File: config.mk
export PLATFORM = sky130hd
export DESIGN_NAME = desc_fetch_engine
export DESIGN_NICKNAME = d
export VERILOG_FILES = /design/src/rtl/dfe_pkg.sv /design/src/rtl/dfe_queue_regs.sv /design/src/rtl/dfe_rr_arb.sv /design/src/rtl/dfe_fetch_fsm.sv /design/src/rtl/desc_fetch_engine.sv
export SDC_FILE = /design/constraint.sdc
export NUM_CORES = 2
export LEC_CHECK = 0
export ABC_AREA = 1
export BUFFER_PORTS_ARGS = -buffer_cell sky130_fd_sc_hd__buf_2
export CAP_MARGIN = 25
export CORE_MARGIN = 8
export CORE_UTILIZATION = 56
export DETAILED_ROUTE_END_ITERATION = 8
export GPL_TIMING_DRIVEN = 0
export PLACE_DENSITY = 0.79
export SYNTH_ARGS = -nofsm -noshare
export SYNTH_HDL_FRONTEND = slang
export SYNTH_HIERARCHICAL = 1
export SYNTH_SLANG_ARGS = --single-unit
File: constraint.sdc
create_clock -name clk -period 15.04 [get_ports clk]
set_clock_uncertainty 0.15 [all_clocks]
set_input_delay 3.008 -clock clk [delete_from_list [all_inputs] [get_ports clk]]
set_output_delay 3.008 -clock clk [all_outputs]
set_load 0.02 [all_outputs]
File: src/rtl/dfe_pkg.sv
package dfe_pkg;

    typedef enum logic [1:0] {
        FLD_BASE     = 2'd0,
        FLD_SIZE     = 2'd1,
        FLD_DOORBELL = 2'd2,
        FLD_ENABLE   = 2'd3
    } dfe_field_e;

    typedef enum logic [2:0] {
        ST_IDLE      = 3'd0,
        ST_DESC_REQ  = 3'd1,
        ST_DESC_WAIT = 3'd2,
        ST_DATA_REQ  = 3'd3,
        ST_DATA_WAIT = 3'd4
    } dfe_state_e;

    localparam int DESC_BYTES   = 16;
    localparam int DESC_SHIFT   = 4;
    localparam int DESC_BITS    = DESC_BYTES * 8;
    localparam int DESC_LEN_LSB = 64;

endpackage

File: src/rtl/dfe_queue_regs.sv
module dfe_queue_regs
    import dfe_pkg::*;
#(
    parameter int NQ = 4,
    parameter int AW = 64,
    parameter int IW = 16,
    localparam int QW  = $clog2(NQ),
    localparam int LGW = $clog2(IW)
) (
    input  logic                    clk,
    input  logic                    rst,
    input  logic                    wr_en,
    input  logic [QW-1:0]           wr_q,
    input  logic [1:0]              wr_field,
    input  logic [AW-1:0]           wr_data,
    input  logic                    adv_valid,
    input  logic [QW-1:0]           adv_q,
    output logic [NQ-1:0][AW-1:0]   base_o,
    output logic [NQ-1:0][LGW-1:0]  lg_o,
    output logic [NQ-1:0][IW-1:0]   pi_o,
    output logic [NQ-1:0][IW-1:0]   ci_o,
    output logic [NQ-1:0]           pending_o,
    output logic [NQ-1:0]           err_o
);

    typedef struct packed {
        logic [AW-1:0]  base;
        logic [LGW-1:0] lg;
        logic [IW-1:0]  pi;
        logic [IW-1:0]  ci;
        logic           en;
        logic           err;
    } qstate_t;

    qstate_t q_d [NQ];
    qstate_t q_q [NQ];

    function automatic logic [IW:0] span_f(input logic [LGW-1:0] lg);
        logic [IW:0] one;
        one = (IW+1)'(1);
        return one << ({1'b0, lg} + (LGW+1)'(1));
    endfunction

    function automatic logic [IW:0] size_f(input logic [LGW-1:0] lg);
        logic [IW:0] one;
        one = (IW+1)'(1);
        return one << lg;
    endfunction

    function automatic logic [IW-1:0] wrap_mask_f(input logic [LGW-1:0] lg);
        return IW'(span_f(lg) - (IW+1)'(1));
    endfunction

    function automatic logic db_ok_f(input logic [IW-1:0] new_pi,
                                     input logic [IW-1:0] ci,
                                     input logic [LGW-1:0] lg);
        logic [IW-1:0] occ;
        occ = (new_pi - ci) & wrap_mask_f(lg);
        return ({1'b0, new_pi} < span_f(lg)) && ({1'b0, occ} <= size_f(lg));
    endfunction

    always_comb begin
        for (int i = 0; i < NQ; i++) begin
            q_d[i] = q_q[i];
            if (adv_valid && adv_q == QW'(i)) begin
                q_d[i].ci = (q_q[i].ci + IW'(1)) & wrap_mask_f(q_q[i].lg);
            end
            if (wr_en && wr_q == QW'(i)) begin
                case (dfe_field_e'(wr_field))
                    FLD_BASE: begin
                        if (!q_q[i].en) q_d[i].base = wr_data;
                    end
                    FLD_SIZE: begin
                        if (!q_q[i].en) begin
                            q_d[i].lg  = wr_data[LGW-1:0];
                            q_d[i].pi  = '0;
                            q_d[i].ci  = '0;
                            q_d[i].err = 1'b0;
                        end
                    end
                    FLD_DOORBELL: begin
                        if (db_ok_f(wr_data[IW-1:0], q_q[i].ci, q_q[i].lg)) begin
                            q_d[i].pi = wr_data[IW-1:0];
                        end else begin
                            q_d[i].err = 1'b1;
                        end
                    end
                    default: q_d[i].en = wr_data[0];
                endcase
            end
        end
    end

    always_ff @(posedge clk) begin
        for (int i = 0; i < NQ; i++) begin
            if (rst) q_q[i] <= '0;
            else     q_q[i] <= q_d[i];
        end
    end

    always_comb begin
        for (int i = 0; i < NQ; i++) begin
            base_o[i]    = q_q[i].base;
            lg_o[i]      = q_q[i].lg;
            pi_o[i]      = q_q[i].pi;
            ci_o[i]      = q_q[i].ci;
            err_o[i]     = q_q[i].err;
            pending_o[i] = q_q[i].en && (q_q[i].pi != q_q[i].ci);
        end
    end

    for (genvar g = 0; g < NQ; g++) begin : g_chk

        err_only_on_bad_db_chk: assert property (@(posedge clk) disable iff (rst)
            $rose(err_o[g]) |-> $past(wr_en && wr_q == QW'(g) && wr_field == FLD_DOORBELL));

        ci_moves_on_adv_chk: assert property (@(posedge clk) disable iff (rst)
            !$stable(ci_o[g]) |->
                $past((adv_valid && adv_q == QW'(g)) ||
                      (wr_en && wr_q == QW'(g) && wr_field == FLD_SIZE)));
    end

endmodule

File: src/rtl/dfe_rr_arb.sv
module dfe_rr_arb #(
    parameter int NQ = 4,
    localparam int QW = $clog2(NQ)
) (
    input  logic          clk,
    input  logic          rst,
    input  logic [NQ-1:0] pending_i,
    input  logic          adv_valid,
    input  logic [QW-1:0] adv_q,
    output logic          gnt_valid,
    output logic [QW-1:0] gnt_idx
);

    logic [QW-1:0] last_d, last_q;

    always_comb begin
        gnt_valid = 1'b0;
        gnt_idx   = '0;
        for (int k = NQ; k >= 1; k--) begin
            if (pending_i[(int'(last_q) + k) % NQ]) begin
                gnt_valid = 1'b1;
                gnt_idx   = QW'((int'(last_q) + k) % NQ);
            end
        end
        last_d = adv_valid ? adv_q : last_q;
    end

    always_ff @(posedge clk) begin
        if (rst) last_q <= QW'(NQ - 1);
        else     last_q <= last_d;
    end


    gnt_is_pending_chk: assert property (@(posedge clk) disable iff (rst)
        gnt_valid |-> pending_i[gnt_idx]);

endmodule

File: src/rtl/dfe_fetch_fsm.sv
module dfe_fetch_fsm
    import dfe_pkg::*;
#(
    parameter int NQ = 4,
    parameter int AW = 64,
    parameter int IW = 16,
    parameter int LW = 32,
    localparam int QW  = $clog2(NQ),
    localparam int LGW = $clog2(IW)
) (
    input  logic                    clk,
    input  logic                    rst,
    input  logic                    gnt_valid,
    input  logic [QW-1:0]           gnt_idx,
    input  logic [NQ-1:0][AW-1:0]   base_i,
    input  logic [NQ-1:0][LGW-1:0]  lg_i,
    input  logic [NQ-1:0][IW-1:0]   ci_i,
    input  logic                    req_ready,
    input  logic                    cpl_valid,
    input  logic [DESC_BITS-1:0]    cpl_data,
    output logic                    req_valid,
    output logic [AW-1:0]           req_addr,
    output logic [LW-1:0]           req_len,
    output logic                    req_kind,
    output logic                    adv_valid,
    output logic [QW-1:0]           adv_q
);

    typedef struct packed {
        dfe_state_e     st;
        logic [QW-1:0]  q;
        logic [AW-1:0]  addr;
        logic [LW-1:0]  len;
        logic           kind;
    } fsm_t;

    fsm_t s_d, s_q;

    logic [IW-1:0] slot;
    logic [AW-1:0] buf_addr;
    logic [LW-1:0] buf_len;

    always_comb begin
        s_d       = s_q;
        adv_valid = 1'b0;
        adv_q     = s_q.q;
        slot      = ci_i[gnt_idx] & ((IW'(1) << lg_i[gnt_idx]) - IW'(1));
        buf_addr  = cpl_data[AW-1:0];
        buf_len   = cpl_data[DESC_LEN_LSB +: LW];
        case (s_q.st)
            ST_IDLE: begin
                if (gnt_valid) begin
                    s_d.q    = gnt_idx;
                    s_d.addr = base_i[gnt_idx] + (AW'(slot) << DESC_SHIFT);
                    s_d.len  = LW'(DESC_BYTES);
                    s_d.kind = 1'b0;
                    s_d.st   = ST_DESC_REQ;
                end
            end
            ST_DESC_REQ: begin
                if (req_ready) s_d.st = ST_DESC_WAIT;
            end
            ST_DESC_WAIT: begin
                if (cpl_valid) begin
                    if (buf_len == '0) begin
                        adv_valid = 1'b1;
                        s_d.st    = ST_IDLE;
                    end else begin
                        s_d.addr = buf_addr;
                        s_d.len  = buf_len;
                        s_d.kind = 1'b1;
                        s_d.st   = ST_DATA_REQ;
                    end
                end
            end
            ST_DATA_REQ: begin
                if (req_ready) s_d.st = ST_DATA_WAIT;
            end
            ST_DATA_WAIT: begin
                if (cpl_valid) begin
                    adv_valid = 1'b1;
                    s_d.st    = ST_IDLE;
                end
            end
            default: s_d.st = ST_IDLE;
        endcase
    end

    always_ff @(posedge clk) begin
        if (rst) s_q <= '{st: ST_IDLE, default: '0};
        else     s_q <= s_d;
    end

    assign req_valid = (s_q.st == ST_DESC_REQ) || (s_q.st == ST_DATA_REQ);
    assign req_addr  = s_q.addr;
    assign req_len   = s_q.len;
    assign req_kind  = s_q.kind;


    req_hold_chk: assert property (@(posedge clk) disable iff (rst)
        req_valid && !req_ready |=>
            req_valid && $stable(req_addr) && $stable(req_len) && $stable(req_kind));

    data_after_cpl_chk: assert property (@(posedge clk) disable iff (rst)
        $rose(req_valid && req_kind) |-> $past(cpl_valid));

    desc_len_chk: assert property (@(posedge clk) disable iff (rst)
        req_valid && !req_kind |-> req_len == LW'(DESC_BYTES));

endmodule

File: src/rtl/desc_fetch_engine.sv
module desc_fetch_engine
    import dfe_pkg::*;
#(
    parameter int NQ = 4,
    parameter int AW = 64,
    parameter int IW = 16,
    parameter int LW = 32,
    localparam int QW  = $clog2(NQ),
    localparam int LGW = $clog2(IW)
) (
    input  logic                 clk,
    input  logic                 rst,
    input  logic                 reg_wr_en,
    input  logic [QW-1:0]        reg_wr_queue,
    input  logic [1:0]           reg_wr_field,
    input  logic [AW-1:0]        reg_wr_data,
    input  logic [QW-1:0]        rd_queue,
    output logic [IW-1:0]        rd_prod_idx,
    output logic [IW-1:0]        rd_cons_idx,
    output logic [NQ-1:0]        err_flags,
    output logic                 req_valid,
    input  logic                 req_ready,
    output logic [AW-1:0]        req_addr,
    output logic [LW-1:0]        req_len,
    output logic                 req_kind,
    input  logic                 cpl_valid,
    input  logic [DESC_BITS-1:0] cpl_data
);

    logic [NQ-1:0][AW-1:0]  base_w;
    logic [NQ-1:0][LGW-1:0] lg_w;
    logic [NQ-1:0][IW-1:0]  pi_w;
    logic [NQ-1:0][IW-1:0]  ci_w;
    logic [NQ-1:0]          pending_w;
    logic                   adv_valid_w;
    logic [QW-1:0]          adv_q_w;
    logic                   gnt_valid_w;
    logic [QW-1:0]          gnt_idx_w;

    dfe_queue_regs #(.NQ(NQ), .AW(AW), .IW(IW)) u_regs (
        .clk       (clk),
        .rst       (rst),
        .wr_en     (reg_wr_en),
        .wr_q      (reg_wr_queue),
        .wr_field  (reg_wr_field),
        .wr_data   (reg_wr_data),
        .adv_valid (adv_valid_w),
        .adv_q     (adv_q_w),
        .base_o    (base_w),
        .lg_o      (lg_w),
        .pi_o      (pi_w),
        .ci_o      (ci_w),
        .pending_o (pending_w),
        .err_o     (err_flags)
    );

    dfe_rr_arb #(.NQ(NQ)) u_arb (
        .clk       (clk),
        .rst       (rst),
        .pending_i (pending_w),
        .adv_valid (adv_valid_w),
        .adv_q     (adv_q_w),
        .gnt_valid (gnt_valid_w),
        .gnt_idx   (gnt_idx_w)
    );

    dfe_fetch_fsm #(.NQ(NQ), .AW(AW), .IW(IW), .LW(LW)) u_fsm (
        .clk       (clk),
        .rst       (rst),
        .gnt_valid (gnt_valid_w),
        .gnt_idx   (gnt_idx_w),
        .base_i    (base_w),
        .lg_i      (lg_w),
        .ci_i      (ci_w),
        .req_ready (req_ready),
        .cpl_valid (cpl_valid),
        .cpl_data  (cpl_data),
        .req_valid (req_valid),
        .req_addr  (req_addr),
        .req_len   (req_len),
        .req_kind  (req_kind),
        .adv_valid (adv_valid_w),
        .adv_q     (adv_q_w)
    );

    assign rd_prod_idx = pi_w[rd_queue];
    assign rd_cons_idx = ci_w[rd_queue];


    fetch_needs_work_chk: assert property (@(posedge clk) disable iff (rst)
        $rose(req_valid) && !req_kind |-> $past(|pending_w));

endmodule

==> Word level (Yosys, flattened, before mapping) <==
Memories as Yosys holds them, arrays and structs flattened.
Cells that the tools add are included.
W data, S select, Z words.
{ "op_classes": {"n_addsub": 22, "order_cmp": 14, "n_eq_ne": 22, "n_shift": 9, "mux": 103, "bitwise_logic": 17, "reduce_logical": 31} }
{ "ops": {"columns": ["op", "count"], "rows": [
  ["$mux W102", 9],
  ["$mux W64", 9],
  ["$mux W16", 15],
  ["$mux W97", 2],
  ["$pmux W97 S2", 1],
  ["$and A16 B16 Y16", 9],
  ["$mux W36", 4],
  ["$bmux W64 S2", 1],
  ["$pmux W16 S2", 4],
  ["$bmux W16 S2", 3],
  ["$sub A16 B1 Y16 const B", 5],
  ["$le A16 B17 Y1", 4],
  ["$lt A16 B17 Y1", 4],
  ["$shl A1 B4 Y17 const A", 4],
  ["$shl A1 B5 Y17 const A", 4],
  ["$add A16 B1 Y16 const B", 4],
  ["$add A64 B20 Y64", 1],
  ["$ne A16 B16 Y1", 4],
  ["$sub A16 B16 Y16", 4],
  ["$logic_not A32 Y1", 1],
  ["$mux W1", 30],
  ["$add A4 B1 Y5 const B", 4],
  ["$mux W4", 5],
  ["$logic_and A1 B1 Y1", 16],
  ["28 further kinds", 71]
]} }
{ "totals": {"ff_bits": 104, "ramBits": 408, "in_bits": 203, "wordCells": 225, "mem_count": 1} }
{ "memory_table": {"columns": ["memory", "depth", "width", "read_ports", "rd_clocked_by_memory_dff", "wr", "line_no", "text"], "rows": [
  ["u_regs.q_q", 4, 102, 4, 0, 4, "dfe_queue_regs.sv:36", "qstate_t q_q [NQ];"]
]} }

==> Logic depth before layout (Yosys ltp) <==
{ "logic_depth": {"word_depth": 18, "ltp_mapped": 47, "mapped_depth_nobuf": 44} }

==> By module <==
The synthesis kept the hierarchy.
{ "modules_own_cells": {"columns": ["module", "n_inst", "cells_each", "area_each_um2"], "rows": [
  ["dfe_queue_regs", 1, 4170, 28388.5],
  ["dfe_fetch_fsm", 1, 1909, 10722.8],
  ["desc_fetch_engine", 1, 374, 1562.7],
  ["dfe_rr_arb", 1, 55, 291.5]
]} }

==> Worst setup path before layout <==
No wires, ideal clock.
{ "synth_timing": {"path_kind": "input-to-output", "startpoint": "input rd_queue[1]", "endpoint": "output rd_cons_idx[0]", "arrival_ns": 3.622, "required_ns": 11.882, "setup_slack_ns": 8.260, "cell_stages": 5, "n_path_buf": 2, "path_cell_list": "buf_6 -> inv_1 -> buf_6 -> nand3_1 -> nand2_1"} }
{ "synth_between": {"elab_chain_cells": 2} }
{ "synth_lines": {"columns": ["element", "line_no", "text"], "rows": [
  ["from (decl)", "desc_fetch_engine.sv:17", "input logic [QW-1:0] rd_queue,"],
  ["$bmux W16 S2", "desc_fetch_engine.sv:87", "assign rd_cons_idx = ci_w[rd_queue];"],
  ["$mux W16 (implied by the code)", "desc_fetch_engine.sv:87", null],
  ["to (decl)", "desc_fetch_engine.sv:19", "output logic [IW-1:0] rd_cons_idx,"]
]} }
No other way between the ends. The select of a mux whose other input is x is not followed.

==> Worst setup path after layout <==
{ "layout_timing": {"startpoint": "input rd_queue[0]", "endpoint": "output rd_cons_idx[13]"} }
The elaborated chain is that of the path after synthesis.

==> metrics.md <==
| Metric | Value |
|---|---|
| Critical path type | in2out |
| TritonCTS Buffers | 58 |
| Number of hold buffers added after cts | 0 |
| Number of max-cap violations | 0 |
| Peak VDD IR | 0.1505 mV |
| Synth cell types | 67 |
| Power density over cell area | 110.0 nW/um2 |
| First-pass GRT wire length | 234800 um |
| Post-DP HPWL | 121000 um |
| Worst Hold Class | reg2reg |
| Final Cycle Share | 48.74% |
| Switching fraction of total power | 41.18% |
| Fin crit period | 7.330 ns |
| Reg clk slew, reported paths | 0.06 ns |
| Worst Path Required | 11.88 ns |
| CP Max Fanout | 10 |
| Via count | 44180 |
| Vias in the first global route | 41150 |
| Die width | 286.5 um |
| Status | complete, no violations |
| IO Port Bufs | 303 |
| Postcts setup bufs | 0 |
| Post-route design area | 45830 um2 |
| CTS Sinks | 512 |
| Post-place instance area | 43690 um2 |
| Final ANT Viol Nets | 0 |
| Most used DFF post-synth | dfxtp_1 |
| Largest net degree at the start of global routing | 22 |
| Switch Pwr | 2.075 mW |
| Yosys warning total | 6 |
| # DRC | 0 |
| Internal power | 2.964 mW |
| Remaining Overflow, GRT | 0 |
| Setup TNS | 0 ns |
| Final Slew Violations | 0 |
| Clock network power share | 31.0% |
| Die area | 82060 um2 |
| Total GRT Usage | 36.36% |
| Clk root buf | clkbuf_16 |
| Synth Register Bits | 512 |
| Worst Setup Start Kind | input pin |
| Total Power | 5.040 mW |
| CTS H-tree lvls | 2 |
| CTS tree | done |
| Post-synthesis area per instance | 6.295 um2 |
| Die Span Y | 286.5 um |
| Share of the yosys chip area belonging to registers | 25.02% |
| Post-Place Worst Slack | 7.483 ns |
| Post-route insts no fill | 7891 |
| Fin Hold WS | 0.2939 ns |
| Slew @ Worst Pin | 1.219 ns |
| CP Capture Type | output port |
| Placeable Area | 72710 um2 |
| Gate Count Post-Synth | 6508 |
| Final GP Congestion | 1.039 |
| Cells after DPL | 7771 |
| Seq pwr share | 29.8% |
| Nets | 7305 |
| Gate power share | 39.2% |
| LEAKAGE | 21.65 nW |
| Max_slew headroom | 18.76% |
| DR vias/cell | 5.598 |
| Starting DRT DRC Count | 4833 |
| Arr. time, crit path | 4.17 ns |
| Fmax | 136.4 MHz |
| I/O pins | 337 |
| Syn_nets | 6941 |
| Clock buffer depth | 3 |
| RSZ-0062 raised after global routing | no |
| DR WL/cell | 19.95 um |
| Area growth, synth to finish | 11.87% |
| Post-CTS Resized | 0 |
| Share of cells above drive strength 1 | 17.21% |
| Antenna violations before repair | 12 |
| Routed WL | 157400 um |
| PnR worst setup slack | 7.710 ns |
| Post-layout util | 63.03% |
| Starting Density | 56.34% |
| Cell row count | 99 |
| Clock Latency Late Sink | 0.67 ns |
| Final Hold Fails | 0 |
| Post-synth ARST share | 0% |
| Netlist Area Pre-Place | 40970 um2 |
| Post-synth EDFFs | 0 |
| TritonRoute pass-1 iters | 6 |
| Final setup vio count | 0 |
-- layer usage --
metal / track usage, % / vias up / wire length [um]
met5: 0 / - / 13
met4: 28.00 / 2 / 13960
met3: 6.541 / 582 / 15560
met2: 57.96 / 2369 / 69020
met1: 43.22 / 20020 / 58880
li1: - / 21200 / -
-- layout by cell type (no fill, tap or decap), types with 7 or more instances in the layout --
| master | count |
|---|---|
| ha_1 | 225 |
| o21ai_0 | 499 |
| nand3_2 | 7 |
| o2111ai_1 | 15 |
| nand2_2 | 40 |
| a21o_1 | 21 |
| nand3_1 | 484 |
| bufinv_16 | 8 |
| clkinv_2 | 10 |
| diode_2 | 11 |
| nor2_1 | 673 |
| or2_2 | 28 |
| xor2_1 | 65 |
| nor2_4 | 14 |
| nand4_1 | 68 |
| nor3_2 | 13 |
| o22ai_1 | 30 |
| nor3_1 | 43 |
| nor2_2 | 44 |
| o21ai_1 | 9 |
| buf_2 | 353 |
| xnor2_1 | 41 |
| buf_4 | 522 |
| a21oi_1 | 573 |
| clkinvlp_4 | 9 |
| a211oi_1 | 12 |
| o21bai_1 | 9 |
| nor4_1 | 10 |
| dfxtp_1 | 512 |
| nand3b_1 | 9 |
| a31oi_1 | 10 |
| clkbuf_8 | 12 |
| nand2_1 | 1405 |
| clkbuf_16 | 58 |
| inv_1 | 782 |
| and2_1 | 10 |
| inv_2 | 32 |
| buf_1 | 15 |
| clkbuf_1 | 157 |
| buf_6 | 17 |
-- worst max-delay path, stage by stage --
cell and delay [ns]:
buf_2 0.11, inv_2 0.18, buf_2 0.28, nand2_1 0.07, nand3_1 0.11, nand2_1 0.18
buf_2 0.22
-- cell usage after synthesis (6+ instances only) --
master | instances | share of area, %
buf_2 | 49 | 0.60
dfxtp_1 | 512 | 25
nor2_1 | 673 | 6.2
nand4_1 | 68 | 1.0
a21o_1 | 21 | 0.38
o2111ai_1 | 15 | 0.32
a31oi_1 | 10 | 0.15
o21ai_0 | 499 | 6.1
inv_2 | 32 | 0.29
nor3_1 | 43 | 0.53
clkbuf_1 | 150 | 1.4
nor4_1 | 10 | 0.15
o21ai_1 | 9 | 0.11
o22ai_1 | 30 | 0.46
a211oi_1 | 12 | 0.22
ha_1 | 225 | 6.9
and2_1 | 10 | 0.15
buf_6 | 17 | 0.47
nand3b_1 | 9 | 0.16
o21a_1 | 6 | 0.11
nor2_4 | 14 | 0.38
or2_2 | 28 | 0.43
xor2_1 | 65 | 1.4
buf_1 | 15 | 0.14
nand3_2 | 7 | 0.17
a21oi_1 | 573 | 7.0
nand2_2 | 40 | 0.61
inv_1 | 782 | 7.2
nand3_1 | 484 | 5.9
nand2_1 | 1405 | 13
o21bai_1 | 9 | 0.16
nor2_2 | 44 | 0.67
buf_4 | 522 | 9.6
nor3_2 | 13 | 0.32
xnor2_1 | 41 | 0.88
-- registers in the layout (all words and copies together) (netlist names) --
signal and flops:
u_arb/last_q 2, u_fsm/req_kind 1, u_fsm/req_addr 64, u_fsm/adv_q 2
u_regs/q_q 408, u_fsm/req_len 32, u_fsm/s_q 3
-- power groups by stage --
stage	combinational [mW]	clock, mW	sequential, mW
after detailed placement	1.91	0	1.53
after floorplan	1.28	0	1.51
after CTS	1.92	1.57	1.50
final	1.98	1.56	1.50
after global routing	2.12	1.63	1.51
after global placement	1.89	0	1.52
-- cell families (layout without fill, tap and decap cells) --
kind of cell	count (synthesis)	after routing	share of synthesized area (%)
fa+ha+maj	230	230	7.116
other cells	1	12	0.009154
flops	512	512	25.02
simple gates	2866	2866	30.04
xor+xnor	106	106	2.266
buf+inv	1573	1986	19.73
compound gates	1220	1220	15.82
-- final timing paths --
path	depth (start not counted)	startpoint	slack (ns)	endpoint
worst max-delay path	7	rd_queue[0]	7.71	rd_cons_idx[13]
worst min-delay path	2	u_regs/q_q[0][157]	0.29	u_regs/q_q[0][157]
worst max register to register	34	u_regs/q_q[0][8]	7.83	u_fsm/req_addr[36]
worst min register to register	2	u_regs/q_q[0][157]	0.29	u_regs/q_q[0][157]
-- cell type report --
type / instances / area [um2]
Antenna cell: 11 / 27.53
Buffer: 754 / 4995
Clock buffer: 77 / 1643
Clock inverter: 32 / 469.2
Fill cell: 7061 / 26880
Inverter: 819 / 3088
Multi-Input combinational cell: 4423 / 22630
Sequential cell: 512 / 10250
Tap cell: 959 / 1200
Timing Repair Buffer: 304 / 1521
Power figures use the tool's default switching activity.
